`config.mk`:
```
export PLATFORM = sky130hd
export DESIGN_NAME = msi_msg_gen
export DESIGN_NICKNAME = d
export VERILOG_FILES = /design/src/rtl/msi_pkg.sv /design/src/rtl/msi_cfg_regs.sv /design/src/rtl/msi_pending_arb.sv /design/src/rtl/msi_msg_gen.sv
export SDC_FILE = /design/constraint.sdc
export NUM_CORES = 1
export LEC_CHECK = 0
export ABC_AREA = 1
export CAP_MARGIN = 10
export CORE_MARGIN = 1.5
export CORE_UTILIZATION = 55
export CTS_BUF_LIST = sky130_fd_sc_hd__clkbuf_8
export CTS_CLUSTER_DIAMETER = 120
export DETAILED_ROUTE_END_ITERATION = 10
export DONT_BUFFER_PORTS = 1
export GPL_TIMING_DRIVEN = 0
export PLACE_DENSITY_LB_ADDON = 0.05
export SYNTH_ARGS = -nofsm -noshare
export SYNTH_HDL_FRONTEND = slang
export SYNTH_SLANG_ARGS = --single-unit
```
`constraint.sdc`:
```
create_clock -name clk -period 4.5 [get_ports clk]
set_clock_uncertainty 0.15 [all_clocks]
set_input_delay 0.9 -clock clk [delete_from_list [all_inputs] [get_ports clk]]
set_output_delay 0.9 -clock clk [all_outputs]
set_load 0.01 [all_outputs]
```
`src/rtl/msi_pkg.sv`:
```
package msi_pkg;
  localparam logic [7:0] MSI_CAP_ID = 8'h05;

  // Number of substituted data bits: granted exponent clamped to requested.
  function automatic logic [2:0] eff_bits(input logic [2:0] granted,
                                          input logic [2:0] requested);
    return (granted > requested) ? requested : granted;
  endfunction

  // Replace the low 'nbits' bits of the programmed data with the cause index.
  function automatic logic [15:0] compose_data(input logic [15:0] base,
                                               input logic [4:0]  idx,
                                               input logic [2:0]  nbits);
    logic [15:0] mask;
    mask = (16'd1 << nbits) - 16'd1;
    return (base & ~mask) | ({11'd0, idx} & mask);
  endfunction

  // Index of the lowest set bit (0 when none is set).
  function automatic logic [4:0] lowest_index(input logic [31:0] v);
    logic [4:0] r;
    r = '0;
    for (int i = 31; i >= 0; i--) begin
      if (v[i]) r = 5'(i);
    end
    return r;
  endfunction
endpackage

```
`src/rtl/msi_cfg_regs.sv`:
```
module msi_cfg_regs
  import msi_pkg::*;
#(
  parameter bit         ADDR64   = 1'b1,
  parameter logic [7:0] NEXT_PTR = 8'h00,
  parameter int         REQ_LOG2 = 3
) (
  input  logic        clk,
  input  logic        rst_n,
  input  logic [1:0]  cfg_addr,
  input  logic        cfg_we,
  input  logic [31:0] cfg_wdata,
  output logic [31:0] cfg_rdata,
  output logic        msi_en,
  output logic [2:0]  granted,
  output logic [31:0] addr_lo,
  output logic [31:0] addr_hi,
  output logic [15:0] msg_data
);
  localparam logic [1:0] DW_CTRL = 2'd0;
  localparam logic [1:0] DW_ALO  = 2'd1;
  localparam logic [1:0] DW_AHI  = 2'd2;
  localparam logic [1:0] DW_DATA = ADDR64 ? 2'd3 : 2'd2;

  logic [29:0] alo_q;
  logic [15:0] ctrl_word;

  always_ff @(posedge clk or negedge rst_n) begin
    if (!rst_n) begin
      msi_en   <= 1'b0;
      granted  <= 3'd0;
      alo_q    <= '0;
      msg_data <= '0;
    end else if (cfg_we) begin
      if (cfg_addr == DW_CTRL) begin
        msi_en  <= cfg_wdata[16];
        granted <= cfg_wdata[22:20];
      end
      if (cfg_addr == DW_ALO)  alo_q    <= cfg_wdata[31:2];
      if (cfg_addr == DW_DATA) msg_data <= cfg_wdata[15:0];
    end
  end

  generate
    if (ADDR64) begin : g_hi
      logic [31:0] ahi_q;
      always_ff @(posedge clk or negedge rst_n) begin
        if (!rst_n) ahi_q <= '0;
        else if (cfg_we && cfg_addr == DW_AHI) ahi_q <= cfg_wdata;
      end
      assign addr_hi = ahi_q;
    end else begin : g_nohi
      assign addr_hi = 32'h0;
    end
  endgenerate

  assign addr_lo   = {alo_q, 2'b00};
  assign ctrl_word = {8'h00, ADDR64, granted, 3'(REQ_LOG2), msi_en};

  always_comb begin
    cfg_rdata = 32'h0;
    if (cfg_addr == DW_CTRL)               cfg_rdata = {ctrl_word, NEXT_PTR, MSI_CAP_ID};
    else if (cfg_addr == DW_ALO)           cfg_rdata = addr_lo;
    else if (cfg_addr == DW_DATA)          cfg_rdata = {16'h0, msg_data};
    else if (ADDR64 && cfg_addr == DW_AHI) cfg_rdata = addr_hi;
  end


  granted_write_only_chk: assert property (@(posedge clk) disable iff (!rst_n)
    !$past(cfg_we) |-> ($stable(granted) && $stable(msi_en)));
endmodule

```
`src/rtl/msi_pending_arb.sv`:
```
module msi_pending_arb
  import msi_pkg::*;
#(
  parameter int N = 8,
  localparam int IDX_W = $clog2(N)
) (
  input  logic             clk,
  input  logic             rst_n,
  input  logic [N-1:0]     raise,
  input  logic             hold_valid,
  input  logic [IDX_W-1:0] hold_idx,
  input  logic             accept,
  output logic [N-1:0]     pend_q,
  output logic             pick_valid,
  output logic [IDX_W-1:0] pick_idx
);
  localparam logic [N-1:0] ONE = N'(1);

  logic [N-1:0] hold_mask;
  logic [N-1:0] clr_mask;
  logic [N-1:0] cand;

  assign hold_mask = hold_valid ? (ONE << hold_idx) : '0;
  assign clr_mask  = accept ? hold_mask : '0;
  assign cand      = pend_q & ~hold_mask;
  assign pick_valid = |cand;
  assign pick_idx   = IDX_W'(lowest_index(32'(cand)));

  always_ff @(posedge clk or negedge rst_n) begin
    if (!rst_n) pend_q <= '0;
    else        pend_q <= (pend_q & ~clr_mask) | raise;
  end


  single_clear_chk: assert property (@(posedge clk) disable iff (!rst_n)
    $onehot0($past(pend_q) & ~pend_q));

  clear_on_accept_chk: assert property (@(posedge clk) disable iff (!rst_n)
    (|($past(pend_q) & ~pend_q)) |-> $past(accept));
endmodule

```
`src/rtl/msi_msg_gen.sv`:
```
module msi_msg_gen
  import msi_pkg::*;
#(
  parameter int         NUM_CAUSES = 8,
  parameter bit         ADDR64     = 1'b1,
  parameter logic [7:0] NEXT_PTR   = 8'h00
) (
  input  logic                  clk,
  input  logic                  rst_n,
  input  logic [1:0]            cfg_addr,
  input  logic                  cfg_we,
  input  logic [31:0]           cfg_wdata,
  output logic [31:0]           cfg_rdata,
  input  logic [NUM_CAUSES-1:0] cause_req,
  output logic                  m_valid,
  input  logic                  m_ready,
  output logic [63:0]           m_addr,
  output logic [31:0]           m_data
);
  localparam int IDX_W    = $clog2(NUM_CAUSES);
  localparam int REQ_LOG2 = IDX_W;

  logic        msi_en;
  logic [2:0]  granted;
  logic [31:0] addr_lo, addr_hi;
  logic [15:0] msg_data;

  logic [NUM_CAUSES-1:0] pend_q;
  logic                  pick_valid;
  logic [IDX_W-1:0]      pick_idx;

  logic             out_valid;
  logic [IDX_W-1:0] out_idx;
  logic [63:0]      out_addr;
  logic [31:0]      out_data;
  logic             handshake;
  logic             load;

  msi_cfg_regs #(.ADDR64(ADDR64), .NEXT_PTR(NEXT_PTR), .REQ_LOG2(REQ_LOG2)) u_cfg (
    .clk(clk), .rst_n(rst_n), .cfg_addr(cfg_addr), .cfg_we(cfg_we),
    .cfg_wdata(cfg_wdata), .cfg_rdata(cfg_rdata), .msi_en(msi_en),
    .granted(granted), .addr_lo(addr_lo), .addr_hi(addr_hi), .msg_data(msg_data)
  );

  msi_pending_arb #(.N(NUM_CAUSES)) u_arb (
    .clk(clk), .rst_n(rst_n), .raise(cause_req), .hold_valid(out_valid),
    .hold_idx(out_idx), .accept(handshake), .pend_q(pend_q),
    .pick_valid(pick_valid), .pick_idx(pick_idx)
  );

  assign handshake = out_valid && m_ready;
  assign load      = pick_valid && msi_en && (!out_valid || handshake);

  always_ff @(posedge clk or negedge rst_n) begin
    if (!rst_n) begin
      out_valid <= 1'b0;
      out_idx   <= '0;
      out_addr  <= '0;
      out_data  <= '0;
    end else if (load) begin
      out_valid <= 1'b1;
      out_idx   <= pick_idx;
      out_addr  <= ADDR64 ? {addr_hi, addr_lo} : {32'h0, addr_lo};
      out_data  <= {16'h0, compose_data(msg_data, 5'(pick_idx),
                                        eff_bits(granted, 3'(REQ_LOG2)))};
    end else if (handshake) begin
      out_valid <= 1'b0;
    end
  end

  assign m_valid = out_valid;
  assign m_addr  = out_addr;
  assign m_data  = out_data;


  hold_stable_chk: assert property (@(posedge clk) disable iff (!rst_n)
    (m_valid && !m_ready) |=> (m_valid && $stable(m_addr) && $stable(m_data)));

  issue_enabled_chk: assert property (@(posedge clk) disable iff (!rst_n)
    $rose(m_valid) |-> $past(msi_en));

  inflight_pending_chk: assert property (@(posedge clk) disable iff (!rst_n)
    m_valid |-> pend_q[out_idx]);

  addr_align_chk: assert property (@(posedge clk) disable iff (!rst_n)
    m_valid |-> (m_addr[1:0] == 2'b00));
endmodule

```
; Yosys cells after proc, flatten, opt, wreduce, memory -nomap -nowiden
; Cells that the tools add are included.
; Widths: inputs -> output; s select.
[classes]
addsub = 1
n_lt_le_gt_ge = 1
n_eq_ne = 3
shift = 2
n_mux = 17
bitwise_logic = 9
reduce_logical = 12
[op_table]
columns = operator, count
row1 = $mux 32, 4
row2 = $mux 3, 9
row3 = $and 16x16->16, 1
row4 = $and 3x16->16, 1
row5 = $and 8x8->8, 2
row6 = $mux 8, 2
row7 = $not 16->16, 1
row8 = $not 8->8, 2
row9 = $or 16x16->16, 1
row10 = $shl 1x3->16 const A, 1
row11 = $sub 16x1->16 const B, 1
row12 = $or 8x8->8, 1
row13 = $reduce_or 8->1, 1
row14 = $shl 1x3->8 const A, 1
row15 = $reduce_and 2->1, 3
row16 = $eq 2x2->1 const B, 2
row17 = $logic_and 1x1->1, 4
row18 = $gt 3x2->1 const B, 1
row19 = $eq 2x1->1 const B, 1
row20 = $logic_not 2->1, 1
row21 = $mux 1, 2
row22 = $reduce_bool 2->1, 1
row23 = $logic_not 1->1, 1
row24 = $logic_or 1x1->1, 1
[totals]
ff_bits = 172
input_bits = 46
output_inout_bits = 129

; Longest topological paths before layout
; Gate-level depths: netlist of run 1.
[logic_depth]
word_depth = 14
depth_mapped = 14
ltp_nobuf = 14

; By module
; Synthesis of run 1 repeated with hierarchy kept, for this count alone.
[hier_totals]
cells_unflattened = 972
hier_area_um2 = 8092.8
[by_module_without_submodules]
columns = mod, instances, cells_per_inst, area_per_inst_um2, seq_area_each_um2
row1 = msi_cfg_regs, 1, 503, 4157.7, 2052.0
row2 = msi_msg_gen, 1, 397, 3419.5, 2102.0
row3 = msi_pending_arb, 1, 72, 515.5, 200.2

; Worst setup path after synthesis of run 1
; Ideal clock, no wire load.
[synth_timing]
path_kind = input to output
startpoint = input cfg_addr[1]
endpoint = output cfg_rdata[1]
arrival_ps = 1624
required_ps = 3450
setup_slack_ps = 1826
path_stages = 5
n_path_buf = 1
cell_sequence = inv_1 > nor2_1 > inv_1 > clkbuf_1 > o21ai_0
[synth_via]
elab_chain_cells = 5
elab_cells_between_ends = 8
[synth_lines]
columns = item, line
row1 = start: declaration, msi_msg_gen.sv:10  ; input logic [1:0] cfg_addr,
row2 = $eq 2x2->1, msi_cfg_regs.sv:65  ; else if (ADDR64 && cfg_addr == DW_AHI) cfg_rdata = addr_hi;
row3 = $mux 32, msi_cfg_regs.sv:65
row4 = $mux 32, msi_cfg_regs.sv:64  ; else if (cfg_addr == DW_DATA) cfg_rdata = {16'h0, msg_data};
row5 = $mux 32, msi_cfg_regs.sv:63  ; else if (cfg_addr == DW_ALO) cfg_rdata = addr_lo;
row6 = $mux 32 (*), msi_cfg_regs.sv:62  ; if (cfg_addr == DW_CTRL) cfg_rdata = {ctrl_word, NEXT_PTR, MSI_CAP_ID};
row7 = end: declaration, msi_msg_gen.sv:13  ; output logic [31:0] cfg_rdata,
; Every way passes the cells marked *; elsewhere a longest branch is shown, timed or not.

; Worst setup path in the final report of run 1
; Same ends and word-level chain as after synthesis.

==> impl_summary.md, run 1 <==
Global routing
The remaining global-route overflow is 0. The initial antenna violation count is 0. The number of global-route vias before repair is 5,495. Entering global routing, the biggest net connects 173 pins.

The first global-routing pass estimated 30,100 um of wire. For this run, the total global-route usage over all layers was measured as 28.5%.

Setup path
The worst register-to-register path ends at m_data[5]$_DFFE_PN0P_. The termination of the worst setup path is cfg_rdata[1]. In this run the worst path has a maximum fanout of 10. The worst register-to-register path begins at m_valid$_DFFE_PN0P_. STA classifies the critical path startpoint as a primary input. The worst reg-to-reg setup slack is 2.45 ns. The kind of critical path is in -> out. The required time at the endpoint of the critical path is 3.45 ns. The number of cells on the worst reg-to-reg path is 10. In this run the worst setup path begins at cfg_addr[1]. The critical path capture point type is an output pin.

The data arrival time of the worst path is 2.10 ns.

Final layout
0 antenna diodes ended up in the layout. The final net count is 900. The share of final-layout standard cells stronger than drive strength 1 is 12.8%. The area of all placed cells without fillers is 8100 um2.

The synthesis-to-layout area growth is 9.47%.

Yosys
The number of instances in the synthesized netlist is 815. For this run, the number of Yosys warnings is 0. The flip-flop cell with the highest count after synthesis is dfrtp_1. The share of synthesized registers carrying an async set or reset is 100%. The largest total area in the synthesized netlist belongs to dfrtp_1. The top cell type's share of synthesized area is 58.2%. For this run, the register share of the synthesized area comes to 58.2%.

The cell area after technology mapping is 7400 um2. The count of cell types in the netlist is 27. The number of synthesized register bits is 172. In the post-synthesis netlist, the biggest area contributors are dfrtp_1, nand2_1, o21ai_0, inv_1, o21ai_1. Counting flops with a built-in enable in the synthesized netlist gives 0. The average size of a mapped cell is 9.08 um2.

CTS
In this run the number of H-tree levels came out at 4. The post-cts gate resize count is 0. Counting along the longest clock path gives a buffer depth of 2. The clock sink count is 172. TritonCTS built the clock tree. Clock tree synthesis selected as its root buffer the cell clkbuf_8. The clock input transition at the sequential cells of the worst setup and hold paths is 0.08 ns.

Counting the buffers created by CTS gives 17. The buffer count from post-CTS setup fixing is 0. The later pin in the worst-skew pair is clocked with a latency of 0.46 ns.

Floorplan
The overall die width is 119 um. In this run the count of I/O pins placed on the die edge is 175. Row generation in the floorplan step produced 42 rows. The starting density of the core is 56.1%.

The area of the core region is 13,200 um2. The die span in y is 119 um. The die covers 14,200 um2.

Worst hold path
The type of the worst min-delay path is in -> async.

Power
The power density of the placed cells is 529 nW/um2. The leakage power is 0.00405 uW. The worst-case IR drop observed on VDD is 0.000255 V.

Timing
The count of final hold-check violations came to 11. Final hold analysis gives a worst-case slack of -0.0156 ns. At the pin with the least slew margin, the transition time is 0.767 ns. The worst path in the final design needs a cycle of 3.15 ns, including I/O delays and setup. The achievable frequency is 318 MHz.

Setup repair after global routing left no endpoint under its margin. The final critical path takes up 69.9% of the cycle. Setup violations remaining at the end of the flow were counted as 0. The final-layout setup total negative slack is 0 ns. The count of pins over their slew limit came to 0. Headroom to the max-slew limit came out at 48.9%.

Drt
The total vias in the final route is 5,556. Wires add up to 19,300 um. Once detail routing completed, the nets flagged for antenna violations numbered 0.

Dividing the detail-routed wire length by the instance count gives 18.6 um. The first TritonRoute pass finished after 5 iterations. After detailed routing, the number of remaining DRC violations is 0.

After detailed routing, the number of vias per cell comes to 5.34. The count of routing violations after the opening detailed-route iteration is 401.

Outcome
The checks that failed: hold timing. The flow ran to the end, but the final reports show violations.

Place
The estimated wirelength of the detail-placed design is 13,400 um. The weighted congestion reported at the end of routability-driven placement is 0.831. After detailed placement, the total cell area comes to 7690 um2. The number of buffer cells added on primary ports is 0.

Job
Across the run, the number of max-cap violations was 0.
==> placed cells by master, fill, tap and decap left out, types with 3 or more instances in the layout <==
master and count:
nand2_1 236, dfrtp_1 172, inv_1 107, o21ai_0 89, o21ai_1 45, nand2_2 23, clkbuf_1 21, clkbuf_8 21
o221ai_1 20, o21ai_2 20, conb_1 20, buf_4 18, nor2_1 14, a21oi_1 12, o22ai_1 10, buf_6 7
buf_2 7, inv_2 3, bufinv_16 3
==> report_power, final <==
group          internal, uW  switching, uW  total [uW]
Sequential             1930            428        2350
Clock                   597            532        1130
Combinational           307            499         807
==> layer usage <==
metal	GRT usage, %	routed length [um]	up-vias	part of all wire, %
met5	0	0	-	0
met3	10.6	1650	36	8.5
li1	-	-	2621	-
met2	45.5	9290	189	48
met4	11.4	490	0	2.5
met1	35.3	7890	2710	41
==> layout make-up <==
| class | instances | area, um2 |
|---|---|---|
| inverters | 107 | 402 |
| fillers | 1167 | 5090 |
| clock buffers | 21 | 289 |
| well taps | 176 | 220 |
| clock inverters | 10 | 124 |
| flip-flops and latches | 172 | 4300 |
| multi-input cells | 498 | 2380 |
| plain buffers | 56 | 378 |
==> sequential cells by signal, indices dropped and copies added (netlist names) <==
| register | count |
|---|---|
| m_addr | 62 |
| u_cfg.addr_hi | 32 |
| u_cfg.alo_q | 30 |
| m_data | 16 |
| u_cfg.msg_data | 16 |
| u_arb.pend_q | 8 |
| out_idx | 3 |
| u_cfg.granted | 3 |
| m_valid | 1 |
| u_cfg.msi_en | 1 |
==> cell usage after synthesis (2+ instances only) <==
cell type and n:
ha_1 2, buf_2 7, a21oi_1 12, buf_8 2
inv_1 103, o22ai_1 10, nand2_2 23, conb_1 2
buf_6 7, o21ai_2 20, o21ai_0 89, o221ai_1 20
dfrtp_1 172, nand2_1 236, nor2_2 2, buf_4 18
inv_2 3, clkbuf_1 21, nor2_1 14, o21ai_1 45
==> worst max-delay path, cell delays in order <==
cell and delay [ns]:
inv_1 0.02, nor2_1 0.14, inv_1 0.13, clkbuf_1 0.32, o21ai_0 0.59
==> cell families after synthesis <==
| logic type | Yosys count | share of synthesized area (%) |
|---|---|---|
| buffers and inverters | 163 | 10.5 |
| adder cells (fa/ha/maj) | 2 | 0.338 |
| XOR/XNOR | 1 | 0.118 |
| other | 2 | 0.101 |
| AND/OR/NAND/NOR | 278 | 15.2 |
| AO/OA/AOI/OAI | 197 | 15.6 |
| flip-flops | 172 | 58.2 |
==> worst min-delay path by stage <==
| stage | from | to |
|---|---|---|
| detailed placement | u_cfg.msg_data[3]$_DFFE_PN0P_ | u_cfg.msg_data[3]$_DFFE_PN0P_ |
| floorplan | u_cfg.addr_hi[0]$_DFFE_PN0P_ | u_cfg.addr_hi[0]$_DFFE_PN0P_ |
| CTS | rst_n | u_arb.pend_q[5]$_DFF_PN0_ |
| global placement | u_cfg.alo_q[1]$_DFFE_PN0P_ | u_cfg.alo_q[1]$_DFFE_PN0P_ |
| finish | rst_n | u_arb.pend_q[2]$_DFF_PN0_ |
| global route | rst_n | m_addr[28]$_DFFE_PN0P_ |
==> metrics by stage <==
step	hold WS, ns	utilization, %	setup slack (ns)	std cells	power, uW
3_3_place_gp	0.315	58.3	1.39	1009	3160
3_5_place_dp	0.323	58.3	1.39	1009	3200
6_report	-0.0156	61.4	1.35	1040	4290
4_1_cts	-0.0513	61.4	1.39	1040	4320
5_1_grt	-0.0564	61.4	1.31	1040	4540
2_1_floorplan	0.303	-	1.83	833	2920
No activity file was read; power rests on OpenSTA's default activity.
==> inputs of run 2 (changes only) <==
ABC_AREA = 0   (was 1)
clock period = 3 ns   (was 4.5 ns; I/O delays follow)
==> run 2 against run 1 <==
Effect of this change: the flow still finishes with violations (hold timing); sequential share of layout area down 3.3 points; synthesized cell count down 34%; via count down 20%; design area up 6.5%; synthesized area up 7.3%; critical path type unchanged; highest routed layer unchanged.
==> impl_summary.md, run 2 <==
Yosys
The share of synthesized registers carrying an async set or reset is 100%. The cell area after technology mapping is 7940 um2. The count of flip-flops with a built-in enable after synthesis is 0. Sorting the synthesized cells by how often they occur yields dfrtp_1, mux2_2, mux2_4.

The number of instances in the synthesized netlist is 539. The netlist uses 47 different library cells. For this run, the number of Yosys warnings is 0. For this run, the leading register cell type out of synthesis is dfrtp_1. Summed over all instances, the cell type with the most area after synthesis is dfrtp_1. The cell with the most instances after synthesis is dfrtp_1. The top cell type's share of synthesized area is 54.2%. The fraction of the yosys area taken by sequential cells is 54.2%. Sorting the synthesized cells by area gives the leading types as dfrtp_1, mux2_4, mux2_2, a22o_1, buf_12. Dividing the synthesized area by the synthesized cell count gives 14.7 um2. Synthesis inferred 172 register bits.

Drt
In the routed layout, each cell is associated on average with a via count of 5.76. Before antenna repair, the detailed router went through 4 iterations. The total detailed-routing wirelength is 17,600 um. The detail-routed net length per standard cell is 22.8 um. In this run the remaining antenna-violating nets after routing total 0. The total DRC errors in the routed layout is 0.

The total vias in the final route is 4,431. The count of routing violations after the opening detailed-route iteration is 216.

Setup path
On the critical path, the stage with the largest delay is an instance of buf_1. The kind of start point of the critical path is a primary input. The critical register-to-register path startpoint is m_valid$_DFFE_PN0P_. The required time at the endpoint of the critical path is 2.25 ns. The critical path capture point type is an output pin. The worst setup path is of the in -> out kind. The worst-path maximum fanout is 10. Data on the critical path arrives at its endpoint at 2.08 ns. The launching instance or port of the critical path is cfg_addr[1]. Walking the worst path, the cells encountered are buf_1 > buf_2 > mux2i_1 > o21ai_0. On the worst path, the slowest cell contributes a delay of 0.52 ns.

Timing
The slew at the pin with the worst max-slew slack is 0.944 ns. For this run, the top clock speed supported by timing is 353 MHz. The count of final hold-check violations is 172.

For the final routed database, the setup TNS stands at 0 ns. The worst hold slack after final layout is -0.331 ns. For the finished layout, the period the worst path requires is 2.83 ns. The worst-case setup margin in the final layout is 0.169 ns. The final critical-path share of the clock period is 94.4%.

The setup-violating endpoint count in the final report is 0. The count of pins over their slew limit was 0. Setup repair after global routing left no endpoint under its margin. Headroom to the max-slew limit came out at 36.9%.

CTS
Clock-pin slew was measured on the worst setup and hold paths at 0.10 ns. The clock latency at the later pin of the worst-skew pair is 0.47 ns. The root buffer cell is clkbuf_8.

Counting along the longest clock path gives a buffer depth of 2. The clock sink count is 172. Clock tree synthesis inserted a total of 17 buffers. The maximum level of the CTS H-tree is 4.

The buffer count from post-CTS setup fixing is 0. The TritonCTS clock tree is built.

Place
The number of buffer cells added on primary ports is 0. In this run the cell area measured after placement is 8230 um2. The estimated wirelength of the detail-placed design is 11,900 um. OpenSTA, run right after detailed placement, puts the worst setup slack at -0.115 ns. The congestion estimate from routability-driven global placement came to 0.792.

Floorplan
In this run the horizontal extent of the chip is 123 um. The floorplan has 43 rows. The die is 123 um tall. For this configuration, the core starts out at a cell density of 56.7%. Pin placement for this block handled 175 I/O pins. The die covers 15,200 um2. The area of the core region is 14,000 um2.

Global routing
The total overflow left after global routing is 0. The initial antenna violation count came to 0. The pin count of the biggest net entering global routing is 173. The first-pass GRT wire length is 27,000 um. The number of global-route vias before repair is 4,661. The global routing usage summed across all routing layers is 24.2%.

Job
The number of violations of the max-capacitance limit is 0.

Outcome
The checks that failed: hold timing. The flow ran to the end, but the final reports show violations.

Final layout
Of the cells placed in the final design, the portion with a size suffix greater than 1 is 41.6%. The library cells used most frequently in the layout, excluding fill and tap cells, are dfrtp_1, mux2_2, mux2_4. The area of all placed cells without fillers is 8630 um2. Leaving out fill and tap cells, the most frequent cell in the layout is dfrtp_1.

Relative to the synthesized area, the layout overhead comes to 8.75%. The count of fill cells added during filler insertion is 1,122. The final net count is 624. The number of diodes is 0. The flip-flop count of the largest register, all copies and words added is 62.

Power
For this design the static power due to leakage is 0.00395 uW. Dividing total power by cell area gives a power density of 847 nW/um2. The worst ir drop on vdd is 0.000525 V.

Worst hold path
The type of the worst min-delay path is in -> async.
[run 2: cell types whose count changed in the layout (fill, tap and decap cells not counted), moves of 45 or more]
cell and delta:
nand2_1 -219, o21ai_1 -45, inv_1 -94, o21ai_0 -80, mux2_2 +97, mux2_4 +75
[run 2: cell type report]
type | instances | area [um2] | share of cell area (%)
inverter | 13 | 48.8 | 0.565
sequential | 172 | 4300 | 49.9
buffer | 48 | 412 | 4.77
multi-input combinational | 324 | 3240 | 37.6
clock buffer | 17 | 234 | 2.71
clock inverter | 15 | 165 | 1.91
tap | 180 | 225 | 2.61
[run 2: final timing paths]
check	depth (start not counted)	slack, ns	to
min	0	-0.33	m_addr[53]$_DFFE_PN0P_
max reg2reg	8	0.47	m_addr[46]$_DFFE_PN0P_
min in group clk	1	0.07	u_arb.pend_q[0]$_DFF_PN0_
min reg2reg	1	0.38	m_addr[3]$_DFFE_PN0P_
max in group asynchronous	0	2.84	m_addr[56]$_DFFE_PN0P_
max	4	0.17	cfg_rdata[16]
[run 2: repair_timing]
action	CTS	global route
hold endpoints to repair	172	172
endpoints found under the setup margin	6	0
gates resized for setup	2	0
[run 2: report_power, final]
group	total, uW	switching [uW]	leakage (uW)	internal [uW]
clock	1660	902	0.000206	754
sequential	3890	847	0.00203	3040
combinational	1760	620	0.00172	1140
[run 2: routing by layer]
layer | wire length (um) | track usage [%] | vias up
li1 | - | - | 1968
met1 | 7380 | 30.9 | 2283
met2 | 8390 | 38.2 | 155
met3 | 1470 | 9.27 | 25
met4 | 326 | 7.83 | 0
met5 | 0 | 0 | -
[run 2: logic make-up after synthesis]
family | after synthesis | synth area share (%)
mux | 187 | 29.8
flops | 172 | 54.2
buf+inv | 61 | 5.77
compound gates | 58 | 5.61
simple gates | 56 | 4.04
fa+ha+maj | 2 | 0.315
other cells | 2 | 0.0946
xor+xnor | 1 | 0.110
[run 2: critical path, delay by kind of cell]
kind | cells | cell delay (ns)
compound gates | 1 | 0.41
buf+inv | 2 | 0.94
mux | 1 | 0.12
[run 2: through the flow]
stage / util [%] / total power (uW) / std cells
3_5_place_dp: 58.8 / 5710 / 737
6_report: 61.7 / 7310 / 769
5_1_grt: 61.7 / 7660 / 769
3_3_place_gp: 58.8 / 5630 / 737
4_1_cts: 61.7 / 7380 / 769
2_1_floorplan: - / 5250 / 557
